### src/rtl/rtcseq_pkg.sv
package rtcseq_pkg;

  typedef enum logic [1:0] {
    OP_READ  = 2'd0,
    OP_SET   = 2'd1,
    OP_CHECK = 2'd2,
    OP_NONE  = 2'd3
  } op_e;

  typedef struct packed {
    logic [7:0] sec;
    logic [7:0] min;
    logic [7:0] hour;
    logic [7:0] day;
    logic [7:0] mon;
    logic [7:0] year;
    logic [3:0] wday;
  } cal_t;

  localparam logic [3:0] ADDR_CTRL  = 4'hE;
  localparam logic [3:0] ADDR_IRQIV = 4'h7;
  localparam logic [3:0] CTRL_RUN   = 4'h4;
  localparam logic [3:0] CTRL_ADJ   = 4'h7;
  localparam logic [3:0] LAST_STEP  = 4'd12;

  localparam cal_t CAL_DEFAULT = '{sec: 8'h00, min: 8'h00, hour: 8'h00,
                                   day: 8'h01, mon: 8'h01, year: 8'h00,
                                   wday: 4'h0};

  // nibble of a calendar record that belongs to transfer step s
  function automatic logic [3:0] cal_nib(input cal_t c, input logic [3:0] s);
    case (s)
      4'd0:  return c.sec[3:0];
      4'd1:  return c.sec[7:4];
      4'd2:  return c.min[3:0];
      4'd3:  return c.min[7:4];
      4'd4:  return c.hour[3:0];
      4'd5:  return c.hour[7:4];
      4'd6:  return c.day[3:0];
      4'd7:  return c.day[7:4];
      4'd8:  return c.mon[3:0];
      4'd9:  return c.mon[7:4];
      4'd10: return c.year[3:0];
      4'd11: return c.year[7:4];
      default: return c.wday;
    endcase
  endfunction

  // calendar record with the nibble of step s replaced
  function automatic cal_t cal_put(input cal_t c, input logic [3:0] s,
                                   input logic [3:0] n);
    cal_t r;
    r = c;
    case (s)
      4'd0:  r.sec[3:0]  = n;
      4'd1:  r.sec[7:4]  = n;
      4'd2:  r.min[3:0]  = n;
      4'd3:  r.min[7:4]  = n;
      4'd4:  r.hour[3:0] = n;
      4'd5:  r.hour[7:4] = n;
      4'd6:  r.day[3:0]  = n;
      4'd7:  r.day[7:4]  = n;
      4'd8:  r.mon[3:0]  = n;
      4'd9:  r.mon[7:4]  = n;
      4'd10: r.year[3:0] = n;
      4'd11: r.year[7:4] = n;
      default: r.wday    = n;
    endcase
    return r;
  endfunction

endpackage

### src/rtl/rtcseq_cnt.sv
module rtcseq_cnt #(
  parameter int W = 8
) (
  input  logic         clk,
  input  logic         rst_n,
  input  logic         clr,
  input  logic         inc,
  output logic [W-1:0] cnt
);
  logic [W-1:0] cnt_n;

  always_comb begin
    cnt_n = cnt;
    if (clr)      cnt_n = '0;
    else if (inc) cnt_n = cnt + 1'b1;
  end

  always_ff @(posedge clk or negedge rst_n) begin
    if (!rst_n)          cnt <= '0;
    else if (clr || inc) cnt <= cnt_n;
  end
endmodule

### src/rtl/rtcseq_map.sv
module rtcseq_map
  import rtcseq_pkg::*;
(
  input  logic [3:0] step,
  input  cal_t       cal,
  output logic [3:0] addr,
  output logic [3:0] nib
);
  // steps 0..5 sit at their own address, 6..11 skip weekday and interval
  always_comb begin
    if (step == LAST_STEP)  addr = 4'h6;
    else if (step >= 4'd6)  addr = step + 4'd2;
    else                    addr = step;
    nib = cal_nib(cal, step);
  end
endmodule

### src/rtl/rtcseq_top.sv
module rtcseq_top
  import rtcseq_pkg::*;
#(
  parameter int GAP_CYC   = 140,
  parameter int MAX_TRIES = 100,
  parameter int MAX_POLL  = 100
) (
  input  logic       clk,
  input  logic       rst_n,
  input  logic       cmd_valid,
  input  logic [1:0] cmd_op,
  input  logic [7:0] set_sec,
  input  logic [7:0] set_min,
  input  logic [7:0] set_hour,
  input  logic [7:0] set_day,
  input  logic [7:0] set_mon,
  input  logic [7:0] set_year,
  input  logic [3:0] set_wday,
  output logic [7:0] rd_sec,
  output logic [7:0] rd_min,
  output logic [7:0] rd_hour,
  output logic [7:0] rd_day,
  output logic [7:0] rd_mon,
  output logic [7:0] rd_year,
  output logic [3:0] rd_wday,
  output logic       done,
  output logic       err,
  output logic       ce,
  output logic       reg_req,
  output logic       reg_wr,
  output logic [3:0] reg_addr,
  output logic [3:0] reg_wdata,
  input  logic       reg_ack,
  input  logic [3:0] reg_rdata
);
  localparam int GW = $clog2(GAP_CYC + 1);
  localparam int TW = $clog2(MAX_TRIES + 1);
  localparam int PW = $clog2(MAX_POLL + 1);

  typedef enum logic [3:0] {
    S_IDLE, S_AW, S_AR, S_XF, S_CR, S_CWI, S_CWC, S_CP, S_GAP
  } st_e;

  // reset: asserted asynchronously, released on the clock
  logic rs_a, rst_s;
  always_ff @(posedge clk or negedge rst_n) begin
    if (!rst_n) begin
      rs_a  <= 1'b0;
      rst_s <= 1'b0;
    end else begin
      rs_a  <= 1'b1;
      rst_s <= rs_a;
    end
  end

  st_e        state_q, state_n;
  logic [3:0] step_q, step_n;
  logic       opwr_q, opwr_n;
  logic       gend_q, gend_n;
  cal_t       cal_q, cal_n;
  cal_t       rd_q, rd_n;
  logic       done_n, err_n;
  logic       acc, try_inc, poll_inc, gap_last;
  logic [GW-1:0] gap_cnt;
  logic [TW-1:0] try_cnt;
  logic [PW-1:0] poll_cnt;
  logic [3:0] map_addr, map_nib;

  rtcseq_cnt #(.W(GW)) u_gap (.clk(clk), .rst_n(rst_s),
    .clr(state_q != S_GAP), .inc(state_q == S_GAP), .cnt(gap_cnt));
  rtcseq_cnt #(.W(TW)) u_try (.clk(clk), .rst_n(rst_s),
    .clr(acc), .inc(try_inc), .cnt(try_cnt));
  rtcseq_cnt #(.W(PW)) u_poll (.clk(clk), .rst_n(rst_s),
    .clr(acc), .inc(poll_inc), .cnt(poll_cnt));
  rtcseq_map u_map (.step(step_q), .cal(cal_q), .addr(map_addr), .nib(map_nib));

  assign gap_last = (gap_cnt == GW'(GAP_CYC - 1));

  always_comb begin
    state_n = state_q; step_n = step_q; opwr_n = opwr_q; gend_n = gend_q;
    cal_n = cal_q; rd_n = rd_q; done_n = 1'b0; err_n = 1'b0;
    acc = 1'b0; try_inc = 1'b0; poll_inc = 1'b0;
    case (state_q)
      S_IDLE: if (cmd_valid && op_e'(cmd_op) != OP_NONE) begin
        acc    = 1'b1;
        opwr_n = (op_e'(cmd_op) != OP_READ);
        if (op_e'(cmd_op) == OP_CHECK) begin
          cal_n   = CAL_DEFAULT;
          state_n = S_CR;
        end else begin
          cal_n   = '{sec: set_sec, min: set_min, hour: set_hour, day: set_day,
                      mon: set_mon, year: set_year, wday: set_wday};
          state_n = S_AW;
        end
      end
      S_AW: if (reg_ack) state_n = S_AR;
      S_AR: if (reg_ack) begin
        if (!reg_rdata[0]) begin
          step_n  = '0;
          state_n = S_XF;
        end else begin
          try_inc = 1'b1;
          gend_n  = 1'b0;
          state_n = S_GAP;
        end
      end
      S_XF: if (reg_ack) begin
        if (!opwr_q) rd_n = cal_put(rd_q, step_q, reg_rdata);
        if (step_q == LAST_STEP) begin
          gend_n  = 1'b1;
          state_n = S_GAP;
        end else begin
          step_n = step_q + 4'd1;
        end
      end
      S_CR: if (reg_ack) begin
        if (reg_rdata[1]) state_n = S_CWI;
        else begin
          gend_n  = 1'b1;
          state_n = S_GAP;
        end
      end
      S_CWI: if (reg_ack) state_n = S_CWC;
      S_CWC: if (reg_ack) state_n = S_CP;
      S_CP: if (reg_ack) begin
        poll_inc = 1'b1;
        if (!reg_rdata[0] || poll_cnt == PW'(MAX_POLL - 1)) state_n = S_AW;
      end
      S_GAP: if (gap_last) begin
        if (gend_q) begin
          done_n  = 1'b1;
          state_n = S_IDLE;
        end else if (try_cnt == TW'(MAX_TRIES)) begin
          err_n   = 1'b1;
          state_n = S_IDLE;
        end else begin
          state_n = S_AW;
        end
      end
      default: state_n = S_IDLE;
    endcase
  end

  always_ff @(posedge clk or negedge rst_s) begin
    if (!rst_s) begin
      state_q <= S_IDLE;
      step_q  <= '0;
      opwr_q  <= 1'b0;
      gend_q  <= 1'b0;
      cal_q   <= '0;
      rd_q    <= '0;
      done    <= 1'b0;
      err     <= 1'b0;
    end else begin
      state_q <= state_n;
      step_q  <= step_n;
      opwr_q  <= opwr_n;
      gend_q  <= gend_n;
      done    <= done_n;
      err     <= err_n;
      if (acc) cal_q <= cal_n;
      if (state_q == S_XF) rd_q <= rd_n;
    end
  end

  always_comb begin
    ce        = (state_q != S_IDLE) && (state_q != S_GAP);
    reg_req   = ce;
    reg_wr    = 1'b0;
    reg_addr  = ADDR_CTRL;
    reg_wdata = 4'h0;
    case (state_q)
      S_AW:  begin reg_wr = 1'b1; reg_wdata = CTRL_RUN; end
      S_XF:  begin reg_wr = opwr_q; reg_addr = map_addr; reg_wdata = map_nib; end
      S_CWI: begin reg_wr = 1'b1; reg_addr = ADDR_IRQIV; end
      S_CWC: begin reg_wr = 1'b1; reg_wdata = CTRL_ADJ; end
      default: ;
    endcase
  end

  assign rd_sec  = rd_q.sec;
  assign rd_min  = rd_q.min;
  assign rd_hour = rd_q.hour;
  assign rd_day  = rd_q.day;
  assign rd_mon  = rd_q.mon;
  assign rd_year = rd_q.year;
  assign rd_wday = rd_q.wday;

  AST_REQ_UNDER_CE: assert property (@(posedge clk) disable iff (!rst_s)
    reg_req |-> ce);
  AST_END_AFTER_GAP: assert property (@(posedge clk) disable iff (!rst_s)
    (done || err) |-> (!ce && $past(!ce)));
  AST_PULSE_ONE: assert property (@(posedge clk) disable iff (!rst_s)
    (done || err) |=> !(done || err));
  AST_NOT_BOTH: assert property (@(posedge clk) disable iff (!rst_s)
    !(done && err));
  AST_TRY_BOUND: assert property (@(posedge clk) disable iff (!rst_s)
    try_cnt <= TW'(MAX_TRIES));
  AST_POLL_BOUND: assert property (@(posedge clk) disable iff (!rst_s)
    poll_cnt <= PW'(MAX_POLL));
  AST_RD_HOLD: assert property (@(posedge clk) disable iff (!rst_s)
    (state_q == S_IDLE) |=> $stable(rd_q));
  AST_REQ_HOLD: assert property (@(posedge clk) disable iff (!rst_s)
    (reg_req && !reg_ack) |=> (reg_req && $stable(reg_addr) &&
      $stable(reg_wr) && $stable(reg_wdata)));
endmodule

### config.mk
export PLATFORM = sky130hd
export DESIGN_NAME = rtcseq_top
export DESIGN_NICKNAME = d
export VERILOG_FILES = /design/src/rtl/rtcseq_pkg.sv /design/src/rtl/rtcseq_cnt.sv /design/src/rtl/rtcseq_map.sv /design/src/rtl/rtcseq_top.sv
export SDC_FILE = /design/constraint.sdc
export NUM_CORES = 1
export LEC_CHECK = 0
export CORE_MARGIN = 2
export CORE_UTILIZATION = 45
export DETAILED_ROUTE_END_ITERATION = 10
export GPL_ROUTABILITY_DRIVEN = 0
export GPL_TIMING_DRIVEN = 0
export PLACE_DENSITY = 0.7
export SYNTH_ARGS = -nofsm -noshare
export SYNTH_HDL_FRONTEND = slang
export SYNTH_SLANG_ARGS = --single-unit
### constraint.sdc
create_clock -name clk -period 5.09 [get_ports clk]
set_input_delay 1.527 -clock clk [delete_from_list [all_inputs] [get_ports clk]]
set_output_delay 1.527 -clock clk [all_outputs]
set_load 0.005 [all_outputs]
==> results by group, run 1 <==
Timing
  – Hold Vio Cnt, Final: 0
  – Fin crit share: 0.948
  – Max-slew headroom: 0.600
  – Final clock skew: 0.00423 ns
  – Unrepaired setup endpoints after global routing: false
  – Final-report setup violation count: 0
  – Final Max Slew Viols: 0
  – Fmax: 207 MHz
  – Slew at the pin with the worst max-slew slack: 0.598 ns
  – Min cycle time layout: 4.83 ns

Synth
  – Yosys cell types: 60
  – Synth warn: 0
  – Synthesized area per cell: 11.2 um2
  – EDFF count, synth: 0
  – Post-synth top area cell: dfrtp_1
  – Top-area cell type share of the netlist area: 0.549
  – Top post-synthesis cells by count: dfrtp_1 (140), a22o_1 (53), nand2_1 (48)
  – Post-synthesis cell count: 571
  – Most common cell in the netlist: dfrtp_1
  – Async set-reset flop share out of synthesis: 1.00
  – Synth area leaders: dfrtp_1 (55%), a22o_1 (7.3%), mux2_2 (7.1%)
  – Mapped Area: 6380 um2
  – Yosys reg bits: 140
  – Seq/Total Area, Yosys: 0.549
  – Main synth FF type: dfrtp_1
  – Syn Nets: 642

Power and ir drop
  – Sw Share: 0.307
  – Clock Power Share: 0.337
  – LEAKAGE: 3.77 nW
  – Int Pwr: 0.00273 W
  – Worst vdd rail ir drop: 0.000266 V
  – Sequential share of power: 0.397
  – Combinational share of power: 0.266
  – Sw power: 0.00121 W
  – Power per cell area: 460 nW/um2
  – Total power: 0.00394 W

Worst setup path
  – Setup crit end kind: primary output
  – WS Path Type: flop to primary output
  – Largest fanout on the critical path: 10
  – Worst EP arrival: 3.30 ns
  – Req. time, crit path: 3.56 ns
  – Crit start category: flop

Die
  – I/O pins: 127
  – Die W: 123 um
  – Num rows: 43
  – Die outline height: 123 um
  – Core area: 13900 um2
  – Initial Utilization: 0.460
  – Full die area: 15200 um2

Finish
  – Post-route cell area: 8550 um2
  – Antenna Cells: 0
  – Multi-input logic area: 2670 um2
  – Share of layout cells above drive strength 1: 0.130
  – Fillers: 1122
  – FF/Latch Area: 3510 um2
  – Final #Nets: 788
  – Layout area overhead: 34.0%

Detailed routing
  – Wire per inst: 19.4 um
  – Drt drc: 0
  – Via count: 5227
  – Total wire length: 17700 um
  – Via-to-Cell Ratio: 5.74
  – Post-route ant nets: 0
  – 1st-iter DRT viols: 398
  – DR pass1 iterations: 6

Clock network
  – Clk sink count: 140
  – Number of H-tree levels: 4
  – Root Buffer: clkbuf_16
  – Clock Tree Buf Depth: 2
  – Number of buffers created by CTS: 17
  – Clock-pin slew on the worst setup and hold paths: 0.06 ns
  – Clk Latency, worst-skew pair: 0.43 ns
  – TritonCTS clock tree: built

Min path
  – Hold Path Class: flop to async pin

Status
  – Status: complete, no violations

Placed design
  – Detail Placement HPWL: 12600 um
  – I/O Buffers: 125
  – Total placed instance area: 7920 um2

Global routing
  – Initial antenna violation count: 0
  – Vias in the first global route: 5361
  – Largest net degree at the start of global routing: 59
  – First-pass GRT wire length: 28500 um
  – GRT Util Overall: 0.251
  – Remaining Overflow, GRT: 0

Job
  – Max-Cap Viols: 0
==> power by group through the flow <==
stage,Clock (W),Combinational [W],Sequential (W)
final,0.00133,0.00105,0.00156
after global routing,0.00139,0.00115,0.00159
after CTS,0.00135,0.00104,0.00156
after detailed placement,0,0.00104,0.00157
after global placement,0,0.000987,0.00158
after floorplan,0,0.000682,0.00152
==> state kept, by name, indices dropped and copies added (netlist names), 4 cells and up <==
name        flops
rd_year         8
rd_mon          8
rd_wday         4
u_poll.cnt      7
cal_q          52
state_q         4
rd_hour         8
u_gap.cnt       8
rd_min          8
rd_sec          8
rd_day          8
step_q          4
u_try.cnt       7
==> worst max-delay path, stage by stage (launching register included) <==
cell and delay [ns]:
dfrtp_1 0.35, clkbuf_1 0.45, clkbuf_1 0.48, clkbuf_1 0.49
nand3b_1 0.18, a21oi_1 0.09, o22ai_1 0.28, clkdlybuf4s50_1 0.56
==> per-layer routing <==
metal / up-vias / track usage / wire (um)
met1: 2602 / 0.328 / 7510
li1: 2370 / - / -
met3: 38 / 0.0853 / 1650
met4: 0 / 0.101 / 404
met5: - / 0 / 0
met2: 217 / 0.385 / 8100
==> path summary, 6_finish.rpt <==
path,start,end,slack [ns],depth (start not counted)
max,step_q[2]$_DFFE_PN0P_,reg_wdata[2],0.26,7
min,rst_s$_DFF_PN0_,rd_sec[2]$_DFFE_PN0P_,0.30,0
max reg2reg,step_q[1]$_DFFE_PN0P_,step_q[2]$_DFFE_PN0P_,2.81,7
min reg2reg,rst_s$_DFF_PN0_,rd_sec[2]$_DFFE_PN0P_,0.30,0
max in group asynchronous,rst_n,rst_s$_DFF_PN0_,3.70,1
min in group clk,rs_a$_DFF_PN0_,rst_s$_DFF_PN0_,0.35,0
==> through the flow <==
stage                     instances  hold WS, ns  setup slack (ns)  setup TNS, ns  utilization
after floorplan                 571        0.331             0.901              0            -
after global placement          876        0.337            -0.544         -73.17        0.566
after detailed placement        878        0.321             0.613              0        0.571
after CTS                       910        0.327             0.148              0        0.616
after global routing            910        0.355             0.135              0        0.616
final                           910        0.302             0.264              0        0.616
==> what timing repair did <==
item / CTS / global route
endpoints found under the hold margin: 0 / 0
buffers inserted: 0 / 0
gates resized for setup: 0 / 5
endpoints found under the setup margin: 0 / 3
hold buffers: 0 / 0
==> logic make-up after synthesis <==
logic type,Yosys count,share of synthesized area
buffers and inverters,51,0.0337
AO/OA/AOI/OAI,151,0.170
AND/OR/NAND/NOR,160,0.131
multiplexers,46,0.0803
XOR/XNOR,13,0.0178
adder cells (fa/ha/maj),9,0.0176
flip-flops,140,0.549
other,1,0.000587
==> layout make-up <==
| class | instances | share of cell area |
|---|---|---|
| Sequential cell | 140 | 0.410 |
| Multi-Input combinational cell | 380 | 0.312 |
| Tap cell | 180 | 0.0263 |
| Timing Repair Buffer | 127 | 0.153 |
| Buffer | 40 | 0.0208 |
| Clock buffer | 19 | 0.0518 |
| Inverter | 11 | 0.00483 |
| Clock inverter | 13 | 0.0219 |
==> layout by cell type (no fill, tap or decap), types with 9 or more instances in the layout <==
cell             Yosys  routed
nand2_1             48      48
dfrtp_1            140     139
clkbuf_1            28      27
nor3_1              10      10
clkbuf_16            0      17
mux2_2              40      40
nor2_1              32      32
xor2_1               9       9
inv_1               11      11
ha_1                 9       9
a22oi_1             10      10
clkdlybuf4s50_1      0     125
o21ai_0             28      28
a21oi_1             25      25
nand3_1             24      24
a22o_1              53      53
Power figures use the tool's default switching activity.
==> inputs of run 2 (changes only) <==
CORE_ASPECT_RATIO = 1.5   (was default)
SETUP_SLACK_MARGIN = 0.15   (was default)
SLEW_MARGIN = 0   (was default)
==> run 2 against run 1 <==
Non-clock buffer count down 1. Clock power down 11%. Clock-buffer cell count unchanged. Maximum frequency down 0.58%. Die area up 0.13%. Design area down 1.4%. Utilization down 1.1 points. Register-to-register slack worse by 0.07 ns. Sequential power about the same. Critical path type unchanged. Critical endpoint is now reg_wdata[1].
==> results by group, run 2 (synthesis gave the netlist of run 1 again) <==
Detailed routing
  – DR pass1 iterations: 6 (unchanged)
  – Wire per inst: 19.3 um (-0.86%)
  – Total wire length: 17200 um (-2.6%)
  – Drt drc: 0 (unchanged)
  – Post-route ant nets: 0 (unchanged)
  – 1st-iter DRT viols: 311 (-22%)
  – Via count: 5214 (-0.25%)
  – Via-to-Cell Ratio: 5.83 (+1.5%)

Power and ir drop
  – Int Pwr: 0.00258 W (-5.5%)
  – Total power: 0.00379 W (-3.8%)
  – Combinational share of power: 0.273 (+0.007)
  – Sw Share: 0.320 (+0.0128)
  – Sequential share of power: 0.415 (+0.018)
  – Sw power: 0.00121 W (+0.23%)
  – Power per cell area: 449 nW/um2 (-2.4%)
  – Clock Power Share: 0.312 (-0.025)
  – Worst vdd rail ir drop: 0.000254 V (-4.5%)
  – LEAKAGE: 3.73 nW (-1.1%)

Min path
  – Hold Path Class: flop to flop
  – Hold Path Cell Cnt: 0

Worst setup path
  – WS Path Type: flop to primary output
  – Req. time, crit path: 3.56 ns (about the same)
  – Slowest-stage cell, CP: clkdlybuf4s50_1
  – Setup crit end kind: primary output
  – Largest fanout on the critical path: 10 (unchanged)
  – Crit-path most repeated cell: clkbuf_1
  – Worst EP arrival: 3.33 ns (+0.03 ns)
  – Crit start category: flop
  – Crit-path cells: ha_1 > clkbuf_1 > clkbuf_1 > a22oi_1 > a211oi_1 > nor3_1 > o22ai_1 > clkdlybuf4s50_1
  – CP max stage delay: 0.54 ns (-0.02 ns)
  – Reg2Reg Depth: 5 (-2)

Global routing
  – First-pass GRT wire length: 27200 um (-4.8%)
  – Largest net degree at the start of global routing: 72 (+22%)
  – GRT Util Overall: 0.231 (-0.0197)
  – Vias in the first global route: 5263 (-1.8%)
  – Remaining Overflow, GRT: 0 (unchanged)
  – Initial antenna violation count: 0 (unchanged)

Timing
  – Fin worst setup slack: 0.235 ns (-0.0281 ns)
  – Fmax: 206 MHz (-0.58%)
  – Min cycle time layout: 4.85 ns (+0.0281 ns)
  – Max-slew headroom: 0.407 (-0.193)
  – Unrepaired setup endpoints after global routing: false
  – Fin crit share: 0.954 (+0.00552)
  – Hold Vio Cnt, Final: 0 (unchanged)
  – Slew at the pin with the worst max-slew slack: 0.889 ns (+0.291 ns)
  – Final clock skew: 0.00924 ns (+0.00501 ns)
  – Final Max Slew Viols: 0 (unchanged)
  – Final-report setup violation count: 0 (unchanged)

Job
  – Max-Cap Viols: 0 (unchanged)

Clock network
  – Number of H-tree levels: 4 (unchanged)
  – TritonCTS clock tree: built
  – Hold-fix buffers at CTS: 0 (unchanged)
  – Number of buffers created by CTS: 17 (unchanged)
  – # Post-CTS Setup Buffers: 0 (unchanged)
  – Clk Latency, worst-skew pair: 0.42 ns (about the same)
  – Clock Tree Buf Depth: 2 (unchanged)
  – Post-cts gate resize count: 0 (unchanged)
  – Clk sink count: 140 (unchanged)
  – Root Buffer: clkbuf_16
  – Clock-pin slew on the worst setup and hold paths: 0.06 ns (about the same)

Placed design
  – Placed cell count: 862 (-1.8%)
  – Dpl ws: 0.664 ns (+0.0512 ns)
  – I/O Buffers: 125 (unchanged)
  – Detail Placement HPWL: 12700 um (+0.51%)

Die
  – Num rows: 53 (+23%)
  – Initial Utilization: 0.458 (-0.00149)
  – Die W: 101 um (-18%)
  – Die outline height: 150 um (+22%)
  – I/O pins: 127 (unchanged)
  – Full die area: 15200 um2 (+0.13%)
  – Core area: 13900 um2 (+0.32%)

Finish
  – Max reg flops: 52 (unchanged)
  – Final #Nets: 787 (-0.13%)
  – Commonest non-fill, non-tap cells in the layout: dfrtp_1 (139), clkdlybuf4s50_1 (125), a22o_1 (53)
  – Fin cells: 894 (-1.8%)
  – Share of layout cells above drive strength 1: 0.128 (-0.00256)
  – Largest Register: cal_q
  – Layout area overhead: 32.1%
  – Commonest non-fill, non-tap cell in the layout: dfrtp_1
  – Antenna Cells: 0 (unchanged)
  – Final Util: 0.606 (-0.0105)
  – Fillers: 1192 (+6.2%)

Status
  – Status: complete, no violations
==> run 2: critical path: cells and delay by family (launching register included) <==
kind	cells	cell delay (ns)
compound gates	3	0.71
fa+ha+maj	1	0.21
buf+inv	3	1.34
flops	1	0.52
simple gates	1	0.12
==> run 2: worst paths after layout <==
| path | from | slack (ns) | to |
|---|---|---|---|
| min in group asynchronous | rst_s$_DFF_PN0_ | 0.46 | cal_q[27]$_DFFE_PN0P_ |
| worst min register to register | rs_a$_DFF_PN0_ | 0.35 | rst_s$_DFF_PN0_ |
| worst min-delay path | rs_a$_DFF_PN0_ | 0.35 | rst_s$_DFF_PN0_ |
| max in group asynchronous | rst_n | 3.68 | rst_s$_DFF_PN0_ |
| worst max-delay path | step_q[1]$_DFFE_PN0P_ | 0.24 | reg_wdata[1] |
| worst max register to register | step_q[1]$_DFFE_PN0P_ | 2.74 | rd_min[7]$_DFFE_PN0P_ |
==> run 2: area by class of cell <==
cell class / instances / area, um2 / share of cell area
plain buffers: 40 / 176 / 0.0209
clock buffers: 19 / 443 / 0.0525
clock inverters: 13 / 116 / 0.0138
inverters: 11 / 41.3 / 0.00489
multi-input cells: 380 / 2670 / 0.316
flip-flops and latches: 140 / 3510 / 0.416
well taps: 165 / 206 / 0.0245
repair buffers: 126 / 1280 / 0.152
==> run 2: layer usage <==
layer,part of all wire,GRT usage
met5,0,0
met1,0.39,0.287
met4,0.035,0.104
met3,0.051,0.0425
met2,0.52,0.389
==> run 2: power by group through the flow <==
stage / Combinational (W) / Sequential (W) / Clock [W]
floorplan: 0.000682 / 0.00152 / 0
global placement: 0.000977 / 0.00158 / 0
detailed placement: 0.00102 / 0.00158 / 0
CTS: 0.00103 / 0.00157 / 0.00119
global route: 0.00112 / 0.00160 / 0.00123
finish: 0.00103 / 0.00157 / 0.00118
==> run 2: per-stage QoR <==
step | cell area (um2) | TNS [ns] | hold slack [ns]
6_report | 8440 | 0 | 0.355
5_1_grt | 8440 | 0 | 0.369
4_1_cts | 8430 | 0 | 0.351
3_5_place_dp | 7870 | 0 | 0.337
3_3_place_gp | 7840 | -60.89 | 0.338
2_1_floorplan | 6380 | 0 | 0.331
